`src/rtl/tcc_pkg.sv`:
```
package tcc_pkg;

   typedef enum logic [1:0] {
      OCM_HOLD   = 2'b00,
      OCM_TOGGLE = 2'b01,
      OCM_CLEAR  = 2'b10,
      OCM_SET    = 2'b11
   } ocm_e;

   localparam int REG_AW = 3;

   localparam logic [REG_AW-1:0] RA_CNT_LO = 3'd0;
   localparam logic [REG_AW-1:0] RA_CNT_HI = 3'd1;
   localparam logic [REG_AW-1:0] RA_CMP_LO = 3'd2;
   localparam logic [REG_AW-1:0] RA_CMP_HI = 3'd3;
   localparam logic [REG_AW-1:0] RA_CTRL   = 3'd4;
   localparam logic [REG_AW-1:0] RA_STAT   = 3'd5;

   localparam int CTRL_FORCE_BIT = 2;
   localparam int STAT_FLAG_BIT  = 0;

   function automatic logic ocm_apply(input ocm_e m, input logic cur);
      case (m)
         OCM_TOGGLE: return ~cur;
         OCM_CLEAR:  return 1'b0;
         OCM_SET:    return 1'b1;
         default:    return cur;
      endcase
   endfunction

endpackage

```
`src/rtl/tcc_regif.sv`:
```
module tcc_regif
   import tcc_pkg::*;
#(
   parameter int DATA_W = 8,
   parameter int CNT_W  = 16
) (
   input  logic                   clk,
   input  logic                   rst_n,
   input  logic [REG_AW-1:0]      bus_addr,
   input  logic                   bus_wr,
   input  logic                   bus_rd,
   input  logic [DATA_W-1:0]      bus_wdata,
   output logic [DATA_W-1:0]      bus_rdata,
   input  logic [CNT_W-1:0]       cnt,
   input  logic                   flag,
   output logic [CNT_W-1:0]       cmp_val,
   output ocm_e                   eff_mode,
   output logic                   cnt_wr,
   output logic [CNT_W-1:0]       cnt_wdata,
   output logic                   force_stb,
   output logic                   flag_clr
);

   localparam int HI_W = CNT_W - DATA_W;

   if (CNT_W != 2 * DATA_W) begin : g_bad_width
      $error("tcc_regif: CNT_W must be twice DATA_W");
   end
   if (DATA_W < 3) begin : g_bad_data
      $error("tcc_regif: DATA_W must hold the control fields");
   end

   logic [HI_W-1:0] hold_q;
   logic [CNT_W-1:0] cmp_q;
   ocm_e             mode_q;

   logic wr_cnt_lo, wr_cnt_hi, wr_cmp_lo, wr_cmp_hi, wr_ctrl, wr_stat, rd_cnt_lo;

   assign wr_cnt_lo = bus_wr && (bus_addr == RA_CNT_LO);
   assign wr_cnt_hi = bus_wr && (bus_addr == RA_CNT_HI);
   assign wr_cmp_lo = bus_wr && (bus_addr == RA_CMP_LO);
   assign wr_cmp_hi = bus_wr && (bus_addr == RA_CMP_HI);
   assign wr_ctrl   = bus_wr && (bus_addr == RA_CTRL);
   assign wr_stat   = bus_wr && (bus_addr == RA_STAT);
   assign rd_cnt_lo = bus_rd && !bus_wr && (bus_addr == RA_CNT_LO);

   // shared holding byte for both 16-bit registers, both directions
   always_ff @(posedge clk or negedge rst_n) begin
      if (!rst_n) begin
         hold_q <= '0;
      end else if (wr_cnt_hi || wr_cmp_hi) begin
         hold_q <= bus_wdata[HI_W-1:0];
      end else if (rd_cnt_lo) begin
         hold_q <= cnt[CNT_W-1:DATA_W];
      end
   end

   always_ff @(posedge clk or negedge rst_n) begin
      if (!rst_n) begin
         cmp_q <= '0;
      end else if (wr_cmp_lo) begin
         cmp_q <= {hold_q, bus_wdata};
      end
   end

   always_ff @(posedge clk or negedge rst_n) begin
      if (!rst_n) begin
         mode_q <= OCM_HOLD;
      end else if (wr_ctrl) begin
         mode_q <= ocm_e'(bus_wdata[1:0]);
      end
   end

   // action bits act in the very clock they are written
   assign eff_mode  = wr_ctrl ? ocm_e'(bus_wdata[1:0]) : mode_q;
   assign force_stb = wr_ctrl && bus_wdata[CTRL_FORCE_BIT];
   assign flag_clr  = wr_stat && bus_wdata[STAT_FLAG_BIT];
   assign cnt_wr    = wr_cnt_lo;
   assign cnt_wdata = {hold_q, bus_wdata};
   assign cmp_val   = cmp_q;

   always_comb begin
      bus_rdata = '0;
      case (bus_addr)
         RA_CNT_LO: bus_rdata = cnt[DATA_W-1:0];
         RA_CNT_HI: bus_rdata[HI_W-1:0] = hold_q;
         RA_CMP_LO: bus_rdata = cmp_q[DATA_W-1:0];
         RA_CMP_HI: bus_rdata[HI_W-1:0] = cmp_q[CNT_W-1:DATA_W];
         RA_CTRL:   bus_rdata[1:0] = mode_q;
         RA_STAT:   bus_rdata[STAT_FLAG_BIT] = flag;
         default:   bus_rdata = '0;
      endcase
   end


   cmp_hi_only_hold_chk: assert property (@(posedge clk) disable iff (!rst_n)
      wr_cmp_hi |=> $stable(cmp_q));


   cmp_lo_load_chk: assert property (@(posedge clk) disable iff (!rst_n)
      wr_cmp_lo |=> cmp_q == {$past(hold_q), $past(bus_wdata)});

endmodule

```
`src/rtl/tcc_counter.sv`:
```
module tcc_counter #(
   parameter int CNT_W = 16
) (
   input  logic             clk,
   input  logic             rst_n,
   input  logic             tick,
   input  logic             cnt_wr,
   input  logic [CNT_W-1:0] cnt_wdata,
   output logic [CNT_W-1:0] cnt,
   output logic             cmp_en
);

   if (CNT_W < 2) begin : g_bad_cnt
      $error("tcc_counter: CNT_W too small");
   end

   logic [CNT_W-1:0] cnt_q;
   logic             blk_q;

   always_ff @(posedge clk or negedge rst_n) begin
      if (!rst_n) begin
         cnt_q <= '0;
      end else if (cnt_wr) begin
         cnt_q <= cnt_wdata;
      end else if (tick) begin
         cnt_q <= cnt_q + 1'b1;
      end
   end

   // suppression armed by a load, spent by the first tick after it
   always_ff @(posedge clk or negedge rst_n) begin
      if (!rst_n) begin
         blk_q <= 1'b0;
      end else if (cnt_wr) begin
         blk_q <= 1'b1;
      end else if (tick) begin
         blk_q <= 1'b0;
      end
   end

   assign cnt    = cnt_q;
   assign cmp_en = tick && !cnt_wr && !blk_q;


   cnt_step_chk: assert property (@(posedge clk) disable iff (!rst_n)
      (tick && !cnt_wr) |=> cnt_q == $past(cnt_q) + 1'b1);


   cnt_idle_chk: assert property (@(posedge clk) disable iff (!rst_n)
      (!tick && !cnt_wr) |=> $stable(cnt_q));

endmodule

```
`src/rtl/tcc_match.sv`:
```
module tcc_match #(
   parameter int CNT_W     = 16,
   parameter int LANE_W    = 8,
   parameter bit SPLIT_CMP = 1'b1
) (
   input  logic             clk,
   input  logic             rst_n,
   input  logic [CNT_W-1:0] cnt,
   input  logic [CNT_W-1:0] cmp_val,
   input  logic             cmp_en,
   input  logic             flag_clr,
   output logic             hit,
   output logic             flag
);

   localparam int LANES = (CNT_W + LANE_W - 1) / LANE_W;

   if (CNT_W % LANE_W != 0) begin : g_bad_lane
      $error("tcc_match: CNT_W must be a multiple of LANE_W");
   end

   logic eq;

   if (SPLIT_CMP) begin : g_split
      logic [LANES-1:0] lane_eq;
      for (genvar i = 0; i < LANES; i++) begin : g_lane
         assign lane_eq[i] = cnt[i*LANE_W +: LANE_W] == cmp_val[i*LANE_W +: LANE_W];
      end
      assign eq = &lane_eq;
   end else begin : g_flat
      assign eq = cnt == cmp_val;
   end

   assign hit = cmp_en && eq;

   logic flag_q;

   always_ff @(posedge clk or negedge rst_n) begin
      if (!rst_n) begin
         flag_q <= 1'b0;
      end else if (hit) begin
         flag_q <= 1'b1;
      end else if (flag_clr) begin
         flag_q <= 1'b0;
      end
   end

   assign flag = flag_q;


   flag_cause_chk: assert property (@(posedge clk) disable iff (!rst_n)
      $rose(flag_q) |-> $past(cmp_en && (cnt == cmp_val)));


   flag_clear_chk: assert property (@(posedge clk) disable iff (!rst_n)
      (flag_clr && !hit) |=> !flag_q);

endmodule

```
`src/rtl/tcc_wave.sv`:
```
module tcc_wave
   import tcc_pkg::*;
(
   input  logic clk,
   input  logic rst_n,
   input  logic hit,
   input  logic force_stb,
   input  ocm_e mode,
   output logic wave
);

   logic wave_q;

   always_ff @(posedge clk or negedge rst_n) begin
      if (!rst_n) begin
         wave_q <= 1'b0;
      end else if (hit || force_stb) begin
         wave_q <= ocm_apply(mode, wave_q);
      end
   end

   assign wave = wave_q;


   wave_set_chk: assert property (@(posedge clk) disable iff (!rst_n)
      (hit && mode == OCM_SET) |=> wave_q);


   wave_clr_chk: assert property (@(posedge clk) disable iff (!rst_n)
      (hit && mode == OCM_CLEAR) |=> !wave_q);


   wave_force_tgl_chk: assert property (@(posedge clk) disable iff (!rst_n)
      (force_stb && mode == OCM_TOGGLE) |=> wave_q != $past(wave_q));


   wave_keep_chk: assert property (@(posedge clk) disable iff (!rst_n)
      (!hit && !force_stb) |=> $stable(wave_q));

endmodule

```
`src/rtl/tmr_cmp_chan.sv`:
```
module tmr_cmp_chan
   import tcc_pkg::*;
#(
   parameter int DATA_W    = 8,
   parameter int CNT_W     = 16,
   parameter bit SPLIT_CMP = 1'b1
) (
   input  logic              clk,
   input  logic              rst_n,
   input  logic              tick,
   input  logic [REG_AW-1:0] bus_addr,
   input  logic              bus_wr,
   input  logic              bus_rd,
   input  logic [DATA_W-1:0] bus_wdata,
   output logic [DATA_W-1:0] bus_rdata,
   output logic              cmp_flag,
   output logic              wave_out
);

   logic [CNT_W-1:0] cnt;
   logic [CNT_W-1:0] cmp_val;
   logic [CNT_W-1:0] cnt_wdata;
   ocm_e             eff_mode;
   logic             cnt_wr, force_stb, flag_clr, cmp_en, hit, flag;

   tcc_regif #(.DATA_W(DATA_W), .CNT_W(CNT_W)) u_regif (
      .clk       (clk),
      .rst_n     (rst_n),
      .bus_addr  (bus_addr),
      .bus_wr    (bus_wr),
      .bus_rd    (bus_rd),
      .bus_wdata (bus_wdata),
      .bus_rdata (bus_rdata),
      .cnt       (cnt),
      .flag      (flag),
      .cmp_val   (cmp_val),
      .eff_mode  (eff_mode),
      .cnt_wr    (cnt_wr),
      .cnt_wdata (cnt_wdata),
      .force_stb (force_stb),
      .flag_clr  (flag_clr)
   );

   tcc_counter #(.CNT_W(CNT_W)) u_counter (
      .clk       (clk),
      .rst_n     (rst_n),
      .tick      (tick),
      .cnt_wr    (cnt_wr),
      .cnt_wdata (cnt_wdata),
      .cnt       (cnt),
      .cmp_en    (cmp_en)
   );

   tcc_match #(.CNT_W(CNT_W), .LANE_W(DATA_W), .SPLIT_CMP(SPLIT_CMP)) u_match (
      .clk      (clk),
      .rst_n    (rst_n),
      .cnt      (cnt),
      .cmp_val  (cmp_val),
      .cmp_en   (cmp_en),
      .flag_clr (flag_clr),
      .hit      (hit),
      .flag     (flag)
   );

   tcc_wave u_wave (
      .clk       (clk),
      .rst_n     (rst_n),
      .hit       (hit),
      .force_stb (force_stb),
      .mode      (eff_mode),
      .wave      (wave_out)
   );

   assign cmp_flag = flag;


   no_match_after_load_chk: assert property (@(posedge clk) disable iff (!rst_n)
      $rose(flag) |-> !$past(cnt_wr));


   force_no_flag_chk: assert property (@(posedge clk) disable iff (!rst_n)
      (force_stb && !hit && !flag) |=> !flag);

endmodule

```
`config.mk`:
```
export PLATFORM = sky130hd
export DESIGN_NAME = tmr_cmp_chan
export DESIGN_NICKNAME = d
export VERILOG_FILES = /design/src/rtl/tcc_pkg.sv /design/src/rtl/tcc_regif.sv /design/src/rtl/tcc_counter.sv /design/src/rtl/tcc_match.sv /design/src/rtl/tcc_wave.sv /design/src/rtl/tmr_cmp_chan.sv
export SDC_FILE = /design/constraint.sdc
export NUM_CORES = 1
export LEC_CHECK = 0
export BUFFER_PORTS_ARGS = -buffer_cell sky130_fd_sc_hd__buf_2
export CAP_MARGIN = 20
export CORE_ASPECT_RATIO = 2
export CORE_UTILIZATION = 32
export DETAILED_ROUTE_END_ITERATION = 8
export GPL_TIMING_DRIVEN = 1
export PLACE_DENSITY_LB_ADDON = 0.12
export REMOVE_ABC_BUFFERS = 1
export SLEW_MARGIN = 20
export SYNTH_ARGS = -nofsm -noshare
export SYNTH_HDL_FRONTEND = slang
export SYNTH_HIERARCHICAL = 1
export SYNTH_SLANG_ARGS = --single-unit
export TNS_END_PERCENT = 30
```
`constraint.sdc`:
```
create_clock -name clk -period 2.4 [get_ports clk]
set_clock_uncertainty 0.1 [all_clocks]
set_input_delay 0.12 -clock clk [delete_from_list [all_inputs] [get_ports clk]]
set_output_delay 0.12 -clock clk [all_outputs]
set_load 0.05 [all_outputs]
```
=== After elaboration in Yosys (flattened, before gate mapping) ===
Index checks and enable logic that the tools add are counted.

* Output and inout port bits: 10
* Flip-flop bits (word level): 45

* Add/sub/neg operators: 1
* Reduce and logical (&&, ||, !) cells: 25
* Equality and inequality tests: 10
* Bitwise operators: 1
* Mux-type cells: 13

{| class="wikitable"
|+ Operators with widths
! kind !! count
|-
| $mux W16 || 2
|-
| $pmux W6 S4 || 1
|-
| $add A16 B1 Y16 const B || 1
|-
| $eq A8 B8 Y1 || 2
|-
| $mux W8 || 2
|-
| $logic_and A1 B1 Y1 || 13
|-
| $eq A3 B2 Y1 const B || 2
|-
| $eq A3 B3 Y1 const B || 2
|-
| $pmux W1 S6 || 1
|-
| $reduce_bool A2 Y1 || 3
|-
| $pmux W1 S5 || 1
|-
| $eq A2 B2 Y1 const B || 2
|-
| $mux W1 || 4
|-
| $reduce_and A2 Y1 || 2
|-
| $eq A3 B1 Y1 const B || 1
|-
| $logic_not A1 Y1 || 3
|-
| $logic_not A3 Y1 || 1
|-
| $pmux W1 S3 || 1
|-
| $reduce_bool A3 Y1 || 1
|-
| $eq A2 B1 Y1 const B || 1
|-
| $logic_or A1 B1 Y1 || 2
|-
| $mux W2 || 1
|-
| $not A1 Y1 || 1
|}

=== Longest topological paths before layout ===
Gate-level depths: netlist of run 1.

* Depth after elaboration: 8
* Gate-level depth with buffers: 10
* Depth with buffers taken out: 7

=== Modules after synthesis ===
The synthesis of run 1 kept the hierarchy.

{| class="wikitable"
|+ Modules (own cells, without submodules)
! module !! instances !! cells each !! area an instance (um^2) !! seq. area each (um^2)
|-
| tcc_regif || 1 || 113 || 1478.9 || 650.6
|-
| tcc_counter || 1 || 97 || 975.9 || 425.4
|-
| tcc_match || 1 || 27 || 229.0 || 25.0
|-
| tcc_wave || 1 || 7 || 60.1 || 25.0
|}

=== Worst setup path before layout of run 1 ===
No wires, ideal clock.

* Path type: in2reg
* Start point: input bus_addr[2]
* End point: register u_wave.wave_q (netlist: u_wave/wave)
* Library setup time: 122 ps
* Arrival time: 1764 ps
* Buffers on the path: 3
* Slack: 414 ps
* Data required time: 2178 ps
* Cell stages on the path: 9
* Cell sequence: buf_2 clkbuf_1 nor4b_1 clkbuf_1 nor3_1 nand2_1 nor4_2 o221ai_2 nand2_1

* Longest elaborated chain between the ends: 8
* Elaborated cells on any way between the ends: 17

{| class="wikitable"
|+ Ends and longest elaborated chain
! item !! RTL line !! RTL
|-
| start, declared || tmr_cmp_chan.sv:11 || <nowiki>input logic [REG_AW-1:0] bus_addr,</nowiki>
|-
| $logic_not A3 Y1 || tcc_regif.sv:39 || <nowiki>assign wr_cnt_lo = bus_wr && (bus_addr == RA_CNT_LO);</nowiki>
|-
| $logic_and A1 B1 Y1 || tcc_regif.sv:39 ||
|-
| named net cnt_wr || tmr_cmp_chan.sv:24 || <nowiki>logic cnt_wr, force_stb, flag_clr, cmp_en, hit, flag;</nowiki>
|-
| $logic_not A1 Y1 || tcc_counter.sv:42 || <nowiki>assign cmp_en = tick && !cnt_wr && !blk_q;</nowiki>
|-
| $logic_and A1 B1 Y1 (2 in a row) || tcc_counter.sv:42 ||
|-
| named net cmp_en || tmr_cmp_chan.sv:24 ||
|-
| $logic_and A1 B1 Y1 || tcc_match.sv:34 || <nowiki>assign hit = cmp_en && eq;</nowiki>
|-
| named net hit || tmr_cmp_chan.sv:24 ||
|-
| $logic_or A1 B1 Y1 || tcc_wave.sv:17 || <nowiki>end else if (hit || force_stb) begin</nowiki>
|-
| $reduce_and A2 Y1 (no source line) || - ||
|-
| end signal, assigned || tcc_wave.sv:18 || <nowiki>wave_q <= ocm_apply(mode, wave_q);</nowiki>
|-
| end, declared || tcc_wave.sv:12 || <nowiki>logic wave_q;</nowiki>
|}

The timed path passes the listed nets, and every way through them passes these cells.
A chain may end at the register's enable or synchronous reset.

=== Worst setup path after layout of run 1 ===
* Start point: register u_counter.cnt_q[0] (netlist: u_counter/cnt[0])
* End point: output bus_rdata[0]

* Longest elaborated chain between the ends: 1

{| class="wikitable"
|+ Ends and longest elaborated chain
! item !! RTL line !! RTL
|-
| start, declared || tcc_counter.sv:17 || <nowiki>logic [CNT_W-1:0] cnt_q;</nowiki>
|-
| start signal, assigned || tcc_counter.sv:24 || <nowiki>cnt_q <= cnt_wdata;</nowiki>
|-
| start signal, assigned || tcc_counter.sv:26 || <nowiki>cnt_q <= cnt_q + 1'b1;</nowiki>
|-
| $pmux W1 S6 || tcc_regif.sv:84 || <nowiki>case (bus_addr)</nowiki>
|-
| end, declared || tmr_cmp_chan.sv:15 || <nowiki>output logic [DATA_W-1:0] bus_rdata,</nowiki>
|}

Every way passes these cells.

==> results.json, run 1 <==
{
  "synth_flop_cell": "dfrtp_1",
  "dieArea_sq_mm": 0.00897,
  "ys_top_cells_by_count": "45 x dfrtp_1, 30 x mux2_2, 25 x nand2_1",
  "synth_cells": 244,
  "max_slew.worst_pin.slew_ps": 499,
  "vdd_drop_max_mv": 0.435,
  "core-area_sq_mm": 0.00829,
  "antenna_found_initial": 0,
  "arrival_ps": 1770,
  "gpl.final_weighted_congestion": 0.795,
  "ys_seq_elements": 45,
  "max_freq_ghz": 0.503,
  "synth_most_common_cell": "dfrtp_1",
  "routedWlPerCell_um": 19.8,
  "vias": 1923,
  "track_usage_pct": 17.9,
  "busiest_layer": "met2",
  "max-cap-violations": 0,
  "cts.sinks": 45,
  "grt_first_pass_wirelength_um": 11300,
  "fillers": 848,
  "num_rows": 47,
  "via_per_inst": 5.25,
  "drt_iter0_drc": 77,
  "dp_hpwl_um": 5330,
  "cts-root-buf": "clkbuf_16",
  "required_ps": 2180,
  "path_class": "flip-flop to output port",
  "crit_path_end_kind": "output port",
  "yosysTopAreaCellShare_pct": 41.0,
  "max_slew_margin_pct": 66.7,
  "drt-total-wl_um": 7250,
  "clk_latency_ps": 290,
  "p_leak_nw": 1.30,
  "cts_made_buffers": 5,
  "synth_area_leaders": "dfrtp_1 41%, mux2_2 12%, xnor2_1 5.4%",
  "power.density_mw_per_mm2": 931,
  "cp_max_fo": 5,
  "synth_area_leader_cell": "dfrtp_1",
  "grt_overflow": 0,
  "final_max_slew_viol_count": 0,
  "status": "complete, no violations",
  "async_flop_share_pct": 100,
  "final_nets": 285,
  "p_total_mw": 2.91,
  "grt_max_degree": 27,
  "hold_class": "input pin to flip-flop",
  "fin_crit_ps": 1990,
  "grt_use_met3_pct": 2.76,
  "die_width_um": 67.5,
  "seq_area_frac_synth_pct": 41.0,
  "path_cells": "mux4_1 > mux2_2 > buf_2",
  "synth_edf_count": 0,
  "crit_slowest_cell": "mux4_1",
  "fin_crit_sh_pct": 82.9,
  "grt_use_met2_pct": 30.6,
  "diodes": 0,
  "synth.avg_cell_area_sq_um": 11.2,
  "cts_buffer_depth": 2,
  "syn2layout_area_growth_pct": 13.7,
  "yosys_warnings": 6,
  "io_buffers": 25,
  "syn_area_sq_mm": 0.00274,
  "path_clk_slew_ps": 60,
  "drt_pass1_iterations": 4,
  "critPathLaunchType": "flip-flop",
  "ios": 26,
  "final_util_pct": 37.6,
  "htreeDepth": 2,
  "cts_resized": 0,
  "ant_nets": 0,
  "die_height_um": 133,
  "finalHoldViolCount": 0,
  "met1_usage_pct": 20.3,
  "drive_gt1_share_pct": 31.3,
  "grt_pass1_vias": 2012,
  "start_util_pct": 33.1,
  "drc_errors": 0,
  "rsz0062_at_grt": "false",
  "slowest_delay_ps": 520,
  "setup_viol": 0,
  "ys_types": 42,
  "hold_buffers": 6,
  "post-cts-setup-buffer-count": 0,
  "cts_tree": "built"
}
## through the flow
stage	hold slack (ps)	setup WS, ps	TNS (ps)	instances	area, sq um
2_1_floorplan	-276	-969	-14660	224	2620
3_3_place_gp	31.1	371	0	353	2920
3_5_place_dp	12.7	343	0	353	2920
4_1_cts	7.99	387	0	366	3120
5_1_grt	52.4	260	0	366	3120
6_report	14.7	411	0	366	3120
## layer usage
metal	vias up	part of all wire, %
li1	908	-
met2	39	54
met4	0	4.1
met3	14	2.7
met1	962	40
met5	-	0
## state kept, by name, indices dropped and copies added (netlist names)
| signal | cells |
|---|---|
| u_counter/cnt | 16 |
| u_regif/cmp_val | 16 |
| u_regif/hold_q | 8 |
| u_regif/mode_q | 2 |
| u_counter/blk_q | 1 |
| u_match/flag | 1 |
| u_wave/wave | 1 |
## layout by cell type, fill, tap and decap left out, types with 4 or more instances in the layout
| cell | instances |
|---|---|
| a21oi_1 | 4 |
| buf_2 | 25 |
| buf_4 | 6 |
| clkbuf_16 | 5 |
| dfrtp_1 | 45 |
| dlygate4sd3_1 | 6 |
| inv_1 | 8 |
| mux2_2 | 30 |
| mux4_2 | 4 |
| nand2_1 | 25 |
| nand3_1 | 4 |
| nor2_1 | 5 |
| nor2b_1 | 7 |
| nor3_1 | 7 |
| nor4_2 | 4 |
| o21ai_0 | 9 |
| o21ai_1 | 5 |
| o32ai_1 | 5 |
| xnor2_1 | 17 |
| xor2_1 | 14 |
## worst max-delay path, delay by kind of cell (launching register included)
kind / cells / cell delay [ps]
buffers and inverters: 1 / 210
muxes: 2 / 790
DFF: 1 / 480
## cell type report
type                    instances  area, sq um  share of cell area [%]
clock buffers                   7          143                    4.57
repair buffers                 37          230                    7.38
well taps                      98          123                    3.93
flip-flops and latches         45         1130                    36.1
inverters                       8         30.0                   0.962
multi-input cells             171         1470                    47.1
## power breakdown
group          switching (mW)  internal [mW]  total, mW  leakage (nW)
Sequential              0.310          0.972       1.28         0.555
Combinational           0.488          0.445      0.934         0.679
Clock                   0.282          0.409      0.691        0.0700
## cells by family after synthesis
kind of cell | count (synthesis) | share of synthesized area (%)
AO/OA/AOI/OAI | 30 | 7.43
AND/OR/NAND/NOR | 69 | 16.0
XOR/XNOR | 31 | 9.90
buffers and inverters | 28 | 5.65
adder cells (fa/ha/maj) | 1 | 0.456
multiplexers | 40 | 19.6
flip-flops | 45 | 41.0
## path summary, 6_finish.rpt
check | from | end | slack (ps) | cells past startpoint
setup / recovery | u_counter/cnt[0] | bus_rdata[0] | 410 | 3
hold / removal | bus_wdata[1] | u_counter/cnt[1] | 10 | 3
setup reg to reg | u_counter/cnt[0] | u_counter/cnt[14] | 410 | 5
hold reg to reg | u_counter/blk_q | u_counter/blk_q | 390 | 1
max in group asynchronous | rst_n | u_regif/cmp_val[6] | 1200 | 3
min in group asynchronous | rst_n | u_regif/cmp_val[2] | 230 | 2
Power figures use the tool's default switching activity.
==> inputs of run 2 (changes only) <==
==> constraint.sdc (replaced) <==
create_clock -name clk -period 1.85 [get_ports clk]
set_clock_uncertainty 0.1 [all_clocks]
set_input_delay 0.0925 -clock clk [delete_from_list [all_inputs] [get_ports clk]]
set_output_delay 0.0925 -clock clk [all_outputs]
set_load 0.05 [all_outputs]
==> results.json, run 2 (synthesis results as in run 1) <==
{
  "status": "complete, no violations",
  "drc_errors": 0,
  "rrSetupSlack_ps": 120,
  "dp_hpwl_um": 5500,
  "path_clk_slew_ps": 60,
  "path_class": "flip-flop to output port",
  "slowest_delay_ps": 480,
  "critPathLaunchType": "flip-flop",
  "cts.sinks": 45,
  "crit_start": "u_counter/cnt[0]",
  "ios": 26,
  "cts_made_buffers": 5,
  "wl_met2_um": 4390,
  "max_slew.worst_pin.slew_ps": 452,
  "fin_cells": 394,
  "io_buffers": 25,
  "fillers": 802,
  "dpl.cell_count": 375,
  "track_usage_pct": 18.9,
  "cts_tree": "built",
  "hold_path_depth": 3,
  "die_width_um": 67.5,
  "final_nets": 312,
  "hold_class": "input pin to flip-flop",
  "cts-root-buf": "clkbuf_16",
  "htreeDepth": 2,
  "path_cells": "mux4_2 > mux2_4 > buf_6",
  "max_slew_margin_pct": 69.7,
  "drt_pass1_iterations": 6,
  "cts_buffer_depth": 2,
  "max_freq_ghz": 0.550,
  "grt_max_degree": 46,
  "finalHoldViolCount": 0,
  "final_max_slew_viol_count": 0,
  "finalSetupTns_ps": 0,
  "crit_path_end_kind": "output port",
  "arrival_ps": 1630,
  "start_util_pct": 33.1,
  "routedWlPerCell_um": 19.2,
  "worst_r2r_path_depth": 6,
  "vias": 1996,
  "drt_iter0_drc": 103,
  "final_cell_mix": "44 x dfrtp_1, 29 x mux2_2, 28 x buf_4, 25 x nand2_1, 21 x buf_2",
  "r2r-start": "u_counter/cnt[0]",
  "vdd_drop_max_mv": 0.643,
  "max-cap-violations": 0,
  "gpl.final_weighted_congestion": 0.743,
  "drt-total-wl_um": 7580,
  "drive_gt1_share_pct": 39.2,
  "via_per_inst": 5.07,
  "cp_max_fo": 4,
  "top_layer_used": "met4",
  "num_rows": 47,
  "crit_slowest_cell": "mux4_2",
  "timing.hold.ws_ps": 6.80,
  "met1_length_um": 2920,
  "required_ps": 1660,
  "grt_overflow": 0,
  "regToRegEndpoint": "u_counter/cnt[14]",
  "core-area_sq_mm": 0.00829,
  "syn2layout_area_growth_pct": 25.9,
  "fin_crit_sh_pct": 98.4,
  "grt_first_pass_wirelength_um": 11900,
  "wl_met3_um": 139,
  "clk_latency_ps": 290,
  "fin_crit_ps": 1820,
  "setup_viol": 0,
  "p_leak_nw": 1.48,
  "grt_pass1_vias": 2094,
  "diodes": 0,
  "power.density_mw_per_mm2": 1220,
  "die_height_um": 133,
  "antenna_found_initial": 0,
  "ant_nets": 0,
  "p_total_mw": 4.23,
  "worstSetupEndpoint": "bus_rdata[0]",
  "rsz0062_at_grt": "true",
  "layout_commonest_cell": "dfrtp_1",
  "dieArea_sq_mm": 0.00897
}
run 2: worst min-delay path by stage:
stage            startpoint             endpoint  slack, ps
2_1_floorplan         rst_n      u_counter/blk_q       -300
3_3_place_gp          rst_n    u_regif/hold_q[2]        0.6
3_5_place_dp          rst_n  u_regif/cmp_val[12]         -1
4_1_cts        bus_wdata[2]     u_counter/cnt[2]          5
5_1_grt        bus_wdata[1]   u_regif/cmp_val[1]         40
6_report       bus_wdata[2]     u_counter/cnt[2]          7
run 2: area by class of cell:
cell class / instances / area [sq um] / area share [%]
Multi-Input combinational cell: 171 / 1500 / 43.4
Tap cell: 98 / 123 / 3.55
Clock inverter: 1 / 30.0 / 0.870
Clock buffer: 7 / 143 / 4.13
Inverter: 8 / 30.0 / 0.870
Sequential cell: 45 / 1130 / 32.6
Timing Repair Buffer: 64 / 502 / 14.5
run 2: stage by stage:
step                area, sq um  setup slack (ps)  util [%]
floorplan                  2620             -1490         -
global placement           3120             -65.4      37.6
detailed placement         3120             -70.8      37.6
CTS                        3410            -0.237      41.2
global route               3450             -21.0      41.6
finish                     3450              30.3      41.6
run 2: layer usage:
metal  track usage (%)  up-vias
met1              21.3     1002
met4              6.38        0
met5                 0        -
met3              2.33        8
met2              34.4       25
li1                  -      961
run 2: power breakdown:
part	internal, mW	switching (mW)
clock network	0.676	0.389
registers	1.26	0.319
logic	0.793	0.786
run 2: worst max-delay path: cells and delay by family, from the launching register on:
kind                   cells  cell delay (ps)
DFF                        1              420
muxes                      2              770
buffers and inverters      1              150
run 2: repair_timing:
action	4_1_cts	5_1_grt
buffers inserted	4	0
hold buffers	7	0
pin swaps	1	0
endpoints found under the hold margin	56	0
gates resized for setup	8	9
gates cloned	0	0
setup endpoints to repair	5	9
